## src/rtl/ptinit_pkg.sv

```systemverilog
package ptinit_pkg;
  typedef enum logic [1:0] {
    S_IDLE  = 2'd0,
    S_CLEAR = 2'd1,
    S_INVAL = 2'd2
  } ptinit_state_t;
endpackage

```

## src/rtl/ptinit_counter.sv

```systemverilog
module ptinit_counter #(
  parameter int LIMIT = 4,
  localparam int W = (LIMIT > 1) ? $clog2(LIMIT) : 1
) (
  input  logic clk,
  input  logic rst,
  input  logic clr,
  input  logic step,
  output logic at_last
);
  logic [W-1:0] value;

  always_ff @(posedge clk) begin
    if (rst || clr)
      value <= '0;
    else if (step)
      value <= value + W'(1);
  end

  assign at_last = (value == W'(LIMIT - 1));
endmodule

```

## src/rtl/ptinit_origin.sv

```systemverilog
module ptinit_origin #(
  parameter int ADDR_W     = 32,
  parameter int ORIGIN_LSB = 16,
  parameter int MASK_W     = 9
) (
  input  logic [ADDR_W-ORIGIN_LSB-1:0] base_hi,
  input  logic [MASK_W-1:0]            base_lo,
  input  logic [MASK_W-1:0]            size_mask,
  output logic                         misaligned,
  output logic [ADDR_W-1:0]            desc
);
  assign misaligned = |(base_lo & size_mask);
  assign desc = {base_hi, {ORIGIN_LSB{1'b0}}} | ADDR_W'(size_mask);
endmodule

```

## src/rtl/ptinit_seq.sv

```systemverilog
module ptinit_seq
  import ptinit_pkg::*;
#(
  parameter int ADDR_W     = 32,
  parameter int DATA_W     = 32,
  parameter int ORIGIN_LSB = 16,
  parameter int MASK_W     = 9,
  parameter int ENTRIES    = 8192,
  parameter int NUM_INVAL  = 64,
  parameter int PAGE_SHIFT = 12
) (
  input  logic              clk,
  input  logic              rst,
  input  logic              start,
  input  logic [ADDR_W-1:0] base_addr,
  input  logic [MASK_W-1:0] size_mask,
  output logic              busy,
  output logic              done,
  output logic              err,
  output logic [ADDR_W-1:0] desc_q,
  output logic              mem_valid,
  input  logic              mem_ready,
  output logic [ADDR_W-1:0] mem_addr,
  output logic [DATA_W-1:0] mem_wdata,
  output logic              inv_valid,
  input  logic              inv_ready,
  output logic [ADDR_W-1:0] inv_addr
);
  localparam int WORDS      = 2 * ENTRIES;
  localparam int WORD_BYTES = DATA_W / 8;
  localparam logic [ADDR_W-1:0] ADDR_STEP = ADDR_W'(WORD_BYTES);
  localparam logic [ADDR_W-1:0] PAGE_STEP = ADDR_W'(1) << PAGE_SHIFT;

  ptinit_state_t st;
  logic          bad_base;
  logic [ADDR_W-1:0] desc_next;
  logic          go_ok;
  logic          wr_fire, inv_fire;
  logic          wr_last, inv_last;

  ptinit_origin #(
    .ADDR_W(ADDR_W), .ORIGIN_LSB(ORIGIN_LSB), .MASK_W(MASK_W)
  ) u_origin (
    .base_hi   (base_addr[ADDR_W-1:ORIGIN_LSB]),
    .base_lo   (base_addr[MASK_W-1:0]),
    .size_mask (size_mask),
    .misaligned(bad_base),
    .desc      (desc_next)
  );

  assign go_ok    = (st == S_IDLE) && start && !bad_base;
  assign wr_fire  = (st == S_CLEAR) && mem_valid && mem_ready;
  assign inv_fire = (st == S_INVAL) && inv_valid && inv_ready;

  ptinit_counter #(.LIMIT(WORDS)) u_wcnt (
    .clk(clk), .rst(rst), .clr(go_ok), .step(wr_fire), .at_last(wr_last)
  );

  ptinit_counter #(.LIMIT(NUM_INVAL)) u_icnt (
    .clk(clk), .rst(rst), .clr(go_ok), .step(inv_fire), .at_last(inv_last)
  );

  assign busy      = (st != S_IDLE);
  assign mem_wdata = '0;

  always_ff @(posedge clk) begin
    if (rst) begin
      st        <= S_IDLE;
      err       <= 1'b0;
      done      <= 1'b0;
      desc_q    <= '0;
      mem_valid <= 1'b0;
      mem_addr  <= '0;
      inv_valid <= 1'b0;
      inv_addr  <= '0;
    end else begin
      done <= 1'b0;
      unique case (st)
        S_IDLE: begin
          if (start) begin
            if (bad_base) begin
              err <= 1'b1;
            end else begin
              err       <= 1'b0;
              desc_q    <= desc_next;
              mem_addr  <= base_addr;
              mem_valid <= 1'b1;
              st        <= S_CLEAR;
            end
          end
        end
        S_CLEAR: begin
          if (wr_fire) begin
            if (wr_last) begin
              mem_valid <= 1'b0;
              inv_valid <= 1'b1;
              inv_addr  <= '0;
              st        <= S_INVAL;
            end else begin
              mem_addr <= mem_addr + ADDR_STEP;
            end
          end
        end
        S_INVAL: begin
          if (inv_fire) begin
            if (inv_last) begin
              inv_valid <= 1'b0;
              done      <= 1'b1;
              st        <= S_IDLE;
            end else begin
              inv_addr <= inv_addr + PAGE_STEP;
            end
          end
        end
        default: st <= S_IDLE;
      endcase
    end
  end
endmodule

```

## config.mk

```make
export PLATFORM = sky130hd
export DESIGN_NAME = ptinit_seq
export DESIGN_NICKNAME = d
export VERILOG_FILES = /design/src/rtl/ptinit_pkg.sv /design/src/rtl/ptinit_counter.sv /design/src/rtl/ptinit_origin.sv /design/src/rtl/ptinit_seq.sv
export SDC_FILE = /design/constraint.sdc
export NUM_CORES = 1
export LEC_CHECK = 0
export ABC_AREA = 0
export BUFFER_PORTS_ARGS = -buffer_cell sky130_fd_sc_hd__buf_4
export CELL_PAD_IN_SITES_DETAIL_PLACEMENT = 1
export CELL_PAD_IN_SITES_GLOBAL_PLACEMENT = 2
export CORE_MARGIN = 5
export CORE_UTILIZATION = 31
export DETAILED_ROUTE_END_ITERATION = 12
export PLACE_DENSITY_LB_ADDON = 0.1
export RECOVER_POWER = 25
export SLEW_MARGIN = 20
export SYNTH_ARGS = -nofsm -noshare
export SYNTH_HDL_FRONTEND = slang
export SYNTH_SLANG_ARGS = --single-unit
```

## constraint.sdc

```tcl
create_clock -name clk -period 5.5 [get_ports clk]
set_input_delay 1.1 -clock clk [delete_from_list [all_inputs] [get_ports clk]]
set_output_delay 1.1 -clock clk [all_outputs]
set_load 0.02 [all_outputs]
```

==> results by group <==
Finish
  – Synthesis-to-layout area growth: 19.51%
  – Final design area excluding fillers: 6514 um2
  – Share of layout cells above drive strength 1: 0.1490
  – Post-layout util: 0.3766
  – Diode count: 0
  – Layout Nets: 810

Yosys
  – Most frequent cell after synthesis: dfxtp_1
  – Yosys top cell area share: 0.3783
  – Synth async-reset ratio: 0
  – Yosys warns: 0
  – Netlist cell types: 58
  – Synthesized cell area: 5450 um2
  – EDFF count, synth: 0
  – Yosys top cell by area: dfxtp_1
  – Synth top area cells: dfxtp_1 (38%), buf_4 (7.0%), mux2i_1 (5.1%)
  – Synth cell count leaders: dfxtp_1 (103), nor2_1 (69), nand2_1 (56)
  – Synth Area per Inst: 8.296 um2
  – #FFs+latches synth: 103
  – Post-Synthesis Cells: 657
  – Top FF cell, synth: dfxtp_1
  – Register area share after synthesis: 0.3783

Placement
  – Port buffer count: 127
  – HPWL Detailed: 13570 um
  – Gp weighted congestion: 0.7500
  – Placement Cell Area: 6402 um2

Clocking
  – Max Root-Sink Buffers: 2
  – Num Clock Sinks: 103
  – CTS Hold Buffers Added: 0
  – Num CTS Buffers: 9
  – CTS tree: yes
  – H-tree depth: 3
  – CTS Root Cell: clkbuf_16
  – Post-CTS Setup Inserts: 0
  – Clock Latency Late Sink: 0.35 ns
  – CTS resizes: 0
  – CTS clk-pin slew, worst paths: 0.07 ns

Timing
  – Setup violators final: 0
  – WHS: 0.4856 ns
  – Worst-Margin Slew: 1.002 ns
  – Final Hold Fails: 0
  – Slew HR: 0.3318
  – RSZ-0062 raised after global routing: false
  – Fmax: 331.7 MHz
  – Final period util: 0.5481
  – Tmin final: 3.015 ns
  – Setup TNS Final: 0 ns
  – Clock skew: 0.006144 ns
  – Slew Limit Fails: 0

Setup path
  – Crit path max fanout: 17
  – Register-to-register setup slack: 2.83 ns
  – Critical path startpoint category: input pin
  – WP data arrival: 3.27 ns
  – Required @ worst endpoint: 5.75 ns
  – Slowest library cell on the worst path: nand2_1
  – CP Class: in -> reg
  – Crit path to: mem_addr[23]
  – R2R cell count: 5
  – Max incr delay on CP: 0.48 ns
  – Cell mode on critical path: buf_4
  – CP Cell Sequence: buf_4, a222oi_1, nand3_1, o21ai_1, buf_4, nand2_1, o32ai_1
  – CP Capture Type: flop
  – Worst reg2reg path startpoint: u_wcnt.value[0]
  – Worst R2R End: mem_addr[23]
  – Critical Path Source: base_addr[8]

Floorplan
  – Die Y: 142.6 um
  – Die area: 20330 um2
  – CORE AREA: 17300 um2
  – Top-level port count: 179
  – Num rows: 48
  – Chip Width: 142.6 um
  – Initial core utilization: 0.3151

Route
  – First-pass DRT Iterations: 5
  – Vias per cell: 5.386
  – WL/cell: 19.10 um
  – Via Count: 5332
  – Routed wire length: 18910 um
  – ANT nets after route: 0
  – Drt drc: 0
  – Initial detailed-routing violation count: 228

Global routing
  – GRT Util Overall: 0.1846
  – Grt ovf: 0
  – Vias in the first global route: 5544
  – Largest net degree at the start of global routing: 67
  – First-pass GRT wire length: 29930 um
  – Initial antenna violation count: 0

Min path
  – HP Start: err
  – Hold WC Path Type: reg -> reg

Power
  – PD cells: 237.0 nW/um2
  – Peak VDD IR: 0.0001443 V
  – Leak Pwr: 2.344 nW
  – Total Power: 0.001544 W

Flow run
  – Maxcap violations: 0

Run status
  – Outcome: finished clean
[layout make-up]
type	count	area (um2)
inverter	8	30.03
tap	225	281.5
clock buffer	10	239.0
multi-input combinational	504	3032
sequential	103	2062
timing repair buffer	134	833.3
fill	2129	10780
clock inverter	6	36.28
[sequential cells by signal, indices dropped and copies added, names as in the netlist]
| name | cells |
|---|---|
| mem_valid | 1 |
| err | 1 |
| inv_valid | 1 |
| desc_q | 25 |
| u_wcnt.value | 14 |
| mem_addr | 32 |
| done | 1 |
| inv_addr | 20 |
| st | 2 |
| u_icnt.value | 6 |
[through the flow]
step,setup slack (ns),std cells
floorplan,2.726,707
finish,2.485,990
CTS,2.459,990
global placement,2.166,974
global route,2.311,990
detailed placement,2.069,974
[worst max-delay path: cells and delay by family]
family / cells / cell delay [ns]
buffers and inverters: 2 / 0.33
AND/OR/NAND/NOR: 2 / 0.75
AO/OA/AOI/OAI: 3 / 1.07
[cell usage in the layout (no fill, tap or decap), types with 19 or more instances in the layout]
master,synthesis,routed
dfxtp_1,103,103
buf_4,51,88
nor2_1,69,68
nand2_1,56,56
conb_1,1,51
clkbuf_1,33,46
a21oi_1,40,40
mux2i_1,28,28
o31ai_1,27,27
nand3_1,26,26
nand4_1,19,19
[how the worst min path moves through the flow]
stage / to / slack (ns) / cells after the start
final: err / 0.49 / 2
after global routing: err / 0.52 / 2
after CTS: mem_addr[31] / 0.49 / 2
after detailed placement: mem_addr[31] / 0.48 / 2
after global placement: err / 0.46 / 2
after floorplan: u_icnt.value[5] / 0.46 / 2
[cells by family after synthesis]
logic type / after synthesis / share of synthesized area
and+or+nand+nor: 241 / 0.2215
xor gates and xnor gates: 17 / 0.02732
DFF: 103 / 0.3783
muxes: 28 / 0.05142
other: 1 / 0.0006880
AOI/OAI and AO/OA: 163 / 0.2059
adders and majority gates: 4 / 0.009183
buffers and inverters: 100 / 0.1056
[power breakdown]
group          internal (W)  switching (W)  total [W]
Combinational     0.0000495       0.000104   0.000154
Clock              0.000318       0.000307   0.000625
Sequential         0.000754      0.0000103   0.000765
[metal layers]
metal	vias up	part of all wire	global-route usage
met1	2624	0.41	0.2162
li1	2530	-	-
met2	146	0.51	0.3264
met5	-	0	0
met4	0	0.027	0.06753
met3	32	0.051	0.04469
Note: power is estimated with default switching activity, not from simulation.
